**config.mk**
```make
export PLATFORM = sky130hd
export DESIGN_NAME = altboot_wdt
export DESIGN_NICKNAME = d
export VERILOG_FILES = /design/src/rtl/altboot_pkg.sv /design/src/rtl/altboot_csr.sv /design/src/rtl/altboot_counter.sv /design/src/rtl/altboot_pulse.sv /design/src/rtl/altboot_map.sv /design/src/rtl/altboot_wdt.sv
export SDC_FILE = /design/constraint.sdc
export NUM_CORES = 1
export LEC_CHECK = 0
export ABC_AREA = 1
export CORE_MARGIN = 8
export CORE_UTILIZATION = 39
export DETAILED_ROUTE_END_ITERATION = 6
export PLACE_DENSITY_LB_ADDON = 0.08
export SYNTH_ARGS = -nofsm -noshare
export SYNTH_HDL_FRONTEND = slang
export SYNTH_SLANG_ARGS = --single-unit
```
**constraint.sdc**
```tcl
create_clock -name clk_i -period 3.5 [get_ports clk_i]
set_input_delay 0.7 -clock clk_i [delete_from_list [all_inputs] [get_ports clk_i]]
set_output_delay 0.7 -clock clk_i [all_outputs]
set_load 0.01 [all_outputs]
```
**src/rtl/altboot_pkg.sv**
```systemverilog
package altboot_pkg;

    // Field positions inside the control/status word
    localparam int unsigned BIT_EN       = 0;
    localparam int unsigned BIT_SRC      = 4;
    localparam int unsigned BIT_SINGLE   = 5;
    localparam int unsigned BIT_ONE_CHIP = 6;

    localparam int unsigned WORD_W = 32;
    localparam logic [WORD_W-1:0] WRITE_MASK = WORD_W'(1) << BIT_EN;

    typedef struct packed {
        logic one_chip;
        logic single_boot;
        logic boot_alt;
        logic wdt_en;
    } abr_status_t;

    typedef enum logic [1:0] {
        PH_HOLD,
        PH_COUNT,
        PH_LAST,
        PH_SPENT
    } wdt_phase_e;

    function automatic logic [WORD_W-1:0] pack_status(input abr_status_t s);
        logic [WORD_W-1:0] w;
        w               = '0;
        w[BIT_EN]       = s.wdt_en;
        w[BIT_SRC]      = s.boot_alt;
        w[BIT_SINGLE]   = s.single_boot;
        w[BIT_ONE_CHIP] = s.one_chip;
        return w;
    endfunction

endpackage

```
**src/rtl/altboot_csr.sv**
```systemverilog
module altboot_csr
    import altboot_pkg::*;
#(
    parameter int unsigned ADDR_W     = 8,
    parameter int unsigned CSR_OFFSET = 32'h64
) (
    input  logic              clk_i,
    input  logic              rst_i,
    input  logic              strap_arm_i,
    input  logic              strap_single_boot_i,
    input  logic              strap_one_chip_i,
    input  logic              bus_en_i,
    input  logic              bus_we_i,
    input  logic [ADDR_W-1:0] bus_addr_i,
    input  logic [WORD_W-1:0] bus_wdata_i,
    input  logic              boot_alt_i,
    output logic              wdt_en_o,
    output logic              restart_o,
    output logic [WORD_W-1:0] bus_rdata_o
);

    localparam logic [ADDR_W-1:0] HIT_ADDR = ADDR_W'(CSR_OFFSET);

    logic        hit;
    logic        wr_hit;
    logic        wr_en_val;
    logic        en_q;
    logic        single_q;
    logic        one_chip_q;
    abr_status_t status;

    assign hit       = bus_en_i && (bus_addr_i == HIT_ADDR);
    assign wr_hit    = hit && bus_we_i;
    assign wr_en_val = (bus_wdata_i & WRITE_MASK) != '0;

    always_ff @(posedge clk_i) begin
        if (rst_i) begin
            en_q       <= strap_arm_i;
            single_q   <= strap_single_boot_i;
            one_chip_q <= strap_one_chip_i;
        end else if (wr_hit) begin
            en_q <= wr_en_val;
        end
    end

    // Only a 0 -> 1 transition reloads the counter
    assign restart_o = wr_hit && wr_en_val && !en_q && !rst_i;
    assign wdt_en_o  = en_q;

    always_comb begin
        status.wdt_en      = en_q;
        status.boot_alt    = boot_alt_i;
        status.single_boot = single_q;
        status.one_chip    = one_chip_q;
    end

    assign bus_rdata_o = (hit && !bus_we_i) ? pack_status(status) : '0;

endmodule

```
**src/rtl/altboot_counter.sv**
```systemverilog
module altboot_counter
    import altboot_pkg::*;
#(
    parameter int unsigned TIMEOUT = 1000
) (
    input  logic clk_i,
    input  logic rst_i,
    input  logic run_i,
    input  logic restart_i,
    output logic expire_o
);

    localparam int unsigned CNT_W = $clog2(TIMEOUT + 1);
    localparam logic [CNT_W-1:0] CNT_FULL = CNT_W'(TIMEOUT);
    localparam logic [CNT_W-1:0] CNT_ONE  = CNT_W'(1);

    logic [CNT_W-1:0] cnt_q;
    wdt_phase_e       phase;

    always_comb begin
        if (!run_i)               phase = PH_HOLD;
        else if (cnt_q == '0)     phase = PH_SPENT;
        else if (cnt_q == CNT_ONE) phase = PH_LAST;
        else                      phase = PH_COUNT;
    end

    always_ff @(posedge clk_i) begin
        if (rst_i || restart_i) begin
            cnt_q <= CNT_FULL;
        end else begin
            unique case (phase)
                PH_COUNT, PH_LAST: cnt_q <= cnt_q - CNT_ONE;
                default:           cnt_q <= cnt_q;
            endcase
        end
    end

    // Saturates at zero, so expiry fires once per load
    assign expire_o = (phase == PH_LAST) && !rst_i && !restart_i;

endmodule

```
**src/rtl/altboot_pulse.sv**
```systemverilog
module altboot_pulse #(
    parameter int unsigned RST_LEN = 4
) (
    input  logic clk_i,
    input  logic por_i,
    input  logic fire_i,
    output logic req_o
);

    localparam int unsigned PLS_W = $clog2(RST_LEN + 1);
    localparam logic [PLS_W-1:0] PLS_FULL = PLS_W'(RST_LEN);

    logic [PLS_W-1:0] left_q;

    // Deliberately not cleared by the system reset it drives
    always_ff @(posedge clk_i) begin
        if (por_i)              left_q <= '0;
        else if (fire_i)        left_q <= PLS_FULL;
        else if (left_q != '0)  left_q <= left_q - PLS_W'(1);
    end

    assign req_o = (left_q != '0);

endmodule

```
**src/rtl/altboot_map.sv**
```systemverilog
module altboot_map (
    input  logic clk_i,
    input  logic por_i,
    input  logic toggle_i,
    output logic swap_o
);

    logic swap_q;

    always_ff @(posedge clk_i) begin
        if (por_i)         swap_q <= 1'b0;
        else if (toggle_i) swap_q <= !swap_q;
    end

    assign swap_o = swap_q;

endmodule

```
**src/rtl/altboot_wdt.sv**
```systemverilog
module altboot_wdt
    import altboot_pkg::*;
#(
    parameter int unsigned TIMEOUT    = 1000,
    parameter int unsigned RST_LEN    = 4,
    parameter int unsigned ADDR_W     = 8,
    parameter int unsigned CSR_OFFSET = 32'h64
) (
    input  logic              clk_i,
    input  logic              por_i,
    input  logic              sys_rst_i,
    input  logic              strap_arm_i,
    input  logic              strap_single_boot_i,
    input  logic              strap_one_chip_i,
    input  logic              bus_en_i,
    input  logic              bus_we_i,
    input  logic [ADDR_W-1:0] bus_addr_i,
    input  logic [31:0]       bus_wdata_i,
    output logic [31:0]       bus_rdata_o,
    output logic              rst_req_o,
    output logic              cs_swap_o
);

    logic any_rst;
    logic wdt_en;
    logic restart;
    logic expire;
    logic swap;

    assign any_rst = por_i || sys_rst_i;

    altboot_csr #(
        .ADDR_W     (ADDR_W),
        .CSR_OFFSET (CSR_OFFSET)
    ) u_csr (
        .clk_i               (clk_i),
        .rst_i               (any_rst),
        .strap_arm_i         (strap_arm_i),
        .strap_single_boot_i (strap_single_boot_i),
        .strap_one_chip_i    (strap_one_chip_i),
        .bus_en_i            (bus_en_i),
        .bus_we_i            (bus_we_i),
        .bus_addr_i          (bus_addr_i),
        .bus_wdata_i         (bus_wdata_i),
        .boot_alt_i          (swap),
        .wdt_en_o            (wdt_en),
        .restart_o           (restart),
        .bus_rdata_o         (bus_rdata_o)
    );

    altboot_counter #(
        .TIMEOUT (TIMEOUT)
    ) u_cnt (
        .clk_i     (clk_i),
        .rst_i     (any_rst),
        .run_i     (wdt_en),
        .restart_i (restart),
        .expire_o  (expire)
    );

    altboot_pulse #(
        .RST_LEN (RST_LEN)
    ) u_pulse (
        .clk_i  (clk_i),
        .por_i  (por_i),
        .fire_i (expire),
        .req_o  (rst_req_o)
    );

    altboot_map u_map (
        .clk_i    (clk_i),
        .por_i    (por_i),
        .toggle_i (expire),
        .swap_o   (swap)
    );

    assign cs_swap_o = swap;

endmodule

```
; ---- Yosys cells after proc, flatten, opt, wreduce, memory -nomap -nowiden
; Index checks and enable logic that the tools add are counted.
[totals]
regBits = 17
in_bits = 48
out_inout_bits = 34
wordCells = 42
[classes]
addsub = 2
n_eq_ne = 4
mux = 8
reduce_logical = 21
[op_table]
columns = op, n
row1 = "== test 10 x 1 -> 1 bit, second input constant", 1
row2 = zero test 10 bit, 1
row3 = "subtractor 10 x 1 -> 10 bit, second input constant", 1
row4 = "== test 8 x 7 -> 1 bit, second input constant", 1
row5 = logical AND 1 bit, 8
row6 = 2-to-1 mux 7 bit, 1
row7 = 2-to-1 mux 2 bit, 3
row8 = 2-to-1 mux 3 bit, 2
row9 = zero test 1 bit, 5
row10 = nonzero test 2 bit, 2
row11 = OR reduction 2 bit, 2
row12 = nonzero test 3 bit, 1
row13 = "subtractor 3 x 1 -> 3 bit, second input constant", 1
row14 = "== test 2 x 1 -> 1 bit, second input constant", 1
row15 = "== test 2 bit, second input constant", 1
row16 = logical OR 1 bit, 2
row17 = 2-to-1 mux 1 bit, 2

; ---- Logic depth before layout (Yosys ltp)
[depth]
depth_word = 9
depth_mapped = 9
mapped_depth_nobuf = 9

; ---- By module
; From an unflattened synthesis, not the netlist that was laid out.
[unflattened]
hier_cells = 191
area_unflattened_um2 = 1340.0
[modules_own_cells]
columns = module, instances, cells_each, area_each_um2, seq_area_each_um2
row1 = altboot_counter, 1, 96, 688.2, 200.2
row2 = altboot_csr, 1, 60, 426.7, 90.1
row3 = altboot_pulse, 1, 26, 175.2, 60.1
row4 = altboot_map, 1, 6, 38.8, 20.0
row5 = altboot_wdt, 1, 3, 11.3, 0.0

; ---- Worst setup path before layout
; Ideal clock, no wire load.
[synth_timing]
path_type = input -> output
startpoint = input bus_addr_i[0]
endpoint = output bus_rdata_o[0]
arrival_ns = 1.211
t_required_ns = 2.800
path_slack_ns = 1.589
cell_stages = 5
path_buffers = 0
cell_sequence = inv_1 -> nand2_1 -> nor2_1 -> nand4_1 -> nor2_1
[synth_between]
elab_chain_cells = 4
[synth_rtl]
columns = element, line
row1 = start: declaration, altboot_wdt.sv:17  ; input logic [ADDR_W-1:0] bus_addr_i,
row2 = == test 8 x 7 -> 1 bit, altboot_csr.sv:32  ; assign hit = bus_en_i && (bus_addr_i == HIT_ADDR);
row3 = logical AND 1 bit, altboot_csr.sv:32
row4 = logical AND 1 bit, altboot_csr.sv:57  ; assign bus_rdata_o = (hit && !bus_we_i) ? pack_status(status) : '0;
row5 = 2-to-1 mux 7 bit, altboot_csr.sv:57
row6 = end: declaration, altboot_wdt.sv:19  ; output logic [31:0] bus_rdata_o,
; Every way passes these cells.

; ---- Worst setup path in the final report
[layout_timing]
startpoint = input bus_addr_i[2]
endpoint = output bus_rdata_o[6]
; Same word-level chain as after synthesis.

==> results by group <==
Min path
  • WHS Endpoint: u_cnt.cnt_q[7]$_SDFFE_PP1P_
  • Hold path cells: 2
  • Hold Path Class: reg -> reg
  • Hold_sp: u_cnt.cnt_q[7]$_SDFFE_PP1P_

Power and ir drop
  • Combinational share of power: 0.383
  • Clk pwr share: 0.188
  • P_leak: around 0.71 nW
  • Cell Int Power: around 360 uW
  • Pwr dens: roughly 400 nW/um^2
  • Net Sw Frac: 0.3702
  • Flop pwr share: 0.429
  • Design Power: roughly 570 uW
  • Maximum VDD drop: around 0.24 mV
  • Switching Power: around 210 uW

STA
  • Max Freq: 344.2 MHz
  • Min Hold Slack: between 0.4 and 0.5 ns
  • Period utilization: 0.8302
  • Crit path time final: a little under 3 ns
  • RSZ-0062 raised after global routing: no
  • Setup_tns: 0 ns
  • Final hold viol count: 0
  • Slew Limit Fails: 0
  • Worst Skew: 0.0007100 ns
  • Setup Viol. Count Final: 0

Cells and area
  • Commonest non-fill, non-tap cell in the layout: inv_1
  • Register area: about 370 sq um
  • Area delta synth->final: 15.21%
  • Filler cell count: approximately 330
  • Share of layout cells above drive strength 1: 0.06965
  • Highest-count cells in the layout ignoring fill and taps: 31 x inv_1, 28 x nand2_1, 28 x conb_1, 22 x clkdlybuf4s50_1, 19 x nor2_1
  • # diodes: 0
  • Nets: between 200 and 300
  • Footprint of the multi-input gates: about 640 sq um
  • Layout Cells excl Fill: 245

Clocking
  • Setup Fix Bufs, Post-CTS: 0
  • CTS Buffer Depth: 2
  • # resized after CTS: 0
  • Clock Sinks: 17
  • Root Driver: clkbuf_4
  • CTS clk-pin slew, worst paths: about 0.10 ns
  • CTS tree: built
  • CTS hold repair buffers: 0
  • Total CTS buffers: 3
  • Clk Latency, worst-skew pair: 0.29 ns
  • H-tree levels: 1

Status
  • Status: finished clean

Yosys
  • Post-synth top area cell: dfxtp_1
  • Distinct cell type count after synthesis: 25
  • Synth Cell Area: 1242 sq um
  • Synth Register Bits: 17
  • Synthesized area per cell: about 7 sq um
  • Synth top area cells: dfxtp_1 23%, buf_4 17%, inv_1 9.4%, nand2_1 8.5%, edfxtp_1 7.3%
  • Synth top area share: 0.2256
  • Ys Warns: 0
  • Sequential element share of the synthesized area: 0.2981
  • Syn Inst Count: 177

GRT
  • Antenna violations before repair: 0
  • Met1 Usage GRT: 0.09849
  • GR Util met3: 0.03719
  • Gr busiest metal: met2
  • Vias in the first global route: 1024
  • Tot GR Track Use: 0.09850
  • Largest net degree at the start of global routing: 14
  • Grt met2 use: 0.1805
  • Grt ovf: 0
  • Global-route wire length before repair: 4.236 mm

Critical path
  • Critical path's top delay family: buffers and inverters
  • Worst R2R Start: u_cnt.cnt_q[0]$_SDFFE_PP0P_
  • R2R depth: 8
  • Worst path bufs/invs: 2
  • CP max-delay cell: clkdlybuf4s50_1
  • Crit path cell chain: clkdlybuf4s50_1, nand2_1, nor2_1, nand4_1, nor2_1, clkdlybuf4s50_1
  • Reg2Reg Setup Slack: 1.99 ns
  • Largest stage delay on the critical path: between 0.5 and 0.6 ns
  • Critical Path End Type: output pin
  • Worst-path fanout max: 4
  • Critical Path Start Type: input pin
  • Critical path data arrival time: approximately 2.2 ns
  • CP Data Required Time: roughly 2.8 ns
  • Reg-to-Reg End: u_cnt.cnt_q[7]$_SDFFE_PP1P_
  • Setup CP Type: in -> out

Place
  • RePlAce Congestion: 0.7976
  • Post-DP HPWL: between 2 and 2.5 mm
  • Dpl cells: around 240
  • Port Buffers: 22

Floorplanning
  • Starting density of the core: 0.4070
  • Die width: 72.44 um
  • Top-level I/O count: 82
  • Die ar.: between 5000 and 6000 sq um
  • Die H: between 70 and 80 um
  • Row count: 20
  • Core area: 3053 sq um

Detailed routing
  • Per-cell routed wire length: ~11 um
  • Drt pass-1 iters: 4
  • Final ANT Viol Nets: 0
  • Vias per inst: 4.245
  • Iteration-0 DRC Markers: 15
  • Vias: between 1k and 1.5k
  • DRC viols: 0
  • Post-Route WL: about 2.6 mm

Flow run
  • Maxcap violations: 0
final cells by class:
type                    instances  area share
repair buffers                 22      0.1538
clock buffers                   3     0.01573
flip-flops and latches         17      0.2587
multi-input cells             126      0.4441
clock inverters                 1    0.003497
well taps                      44     0.03846
inverters                      32     0.08566
worst register-to-register path: stages (launching register included):
cell and delay [ns]:
dfxtp_1 0.40, inv_1 0.10, ha_1 0.22, nand3_2 0.10
o21ai_4 0.09, nor2_2 0.24, nand3_1 0.10, nand2_1 0.07
nand3_1 0.06
synthesized netlist by cell type (all sizes together):
| cell | instances |
|---|---|
| inv | 32 |
| nand2 | 30 |
| buf | 29 |
| nor2 | 23 |
| nand3 | 17 |
| dfxtp | 14 |
| nand4 | 7 |
| ha | 6 |
| o21ai | 6 |
| a21oi | 4 |
| edfxtp | 3 |
| xor2 | 2 |
| conb | 1 |
| nand3b | 1 |
| nor3 | 1 |
| o211ai | 1 |
logic make-up after synthesis:
group,Yosys count,share of synthesized area
xor gates and xnor gates,2,0.01410
and+or+nand+nor,79,0.2941
buffers and inverters,61,0.2719
other,1,0.003018
adders and majority gates,6,0.06042
DFF,17,0.2981
AOI/OAI and AO/OA,11,0.05841
power by group through the flow:
stage	clock, mW	combinational [mW]	sequential (mW)
after global routing	0.122	0.252	0.252
after detailed placement	0	0.220	0.251
after CTS	0.113	0.221	0.247
after floorplan	0	0.180	0.248
final	0.108	0.220	0.247
after global placement	0	0.211	0.251
routing by layer:
layer	vias up	part of all wire
li1	541	-
met1	456	0.43
met2	41	0.45
met3	2	0.11
met4	0	0.0050
met5	-	0
how the worst max path moves through the flow:
stage	end	startpoint	cells after the start
global placement	bus_rdata_o[0]	bus_addr_i[5]	6
global route	bus_rdata_o[4]	bus_en_i	6
CTS	bus_rdata_o[6]	bus_addr_i[2]	6
detailed placement	bus_rdata_o[6]	bus_addr_i[5]	6
floorplan	bus_rdata_o[0]	bus_addr_i[0]	5
finish	bus_rdata_o[6]	bus_addr_i[2]	6
metrics by stage:
step,instance area (sq um),utilization,setup slack [ns]
after floorplan,1344,-,1.589
after global placement,1404,0.4598,0.5986
after detailed placement,1404,0.4598,0.5704
after CTS,1431,0.4689,0.5758
after global routing,1431,0.4689,0.4402
final,1431,0.4689,0.5943
registers in the layout (all words and copies together) (netlist names):
signal / cells
u_csr.wdt_en_o: 1
u_csr.one_chip_q: 1
u_cnt.cnt_q: 10
u_pulse.left_q: 3
u_csr.single_q: 1
u_map.swap_o: 1
Power figures use the tool's default switching activity.
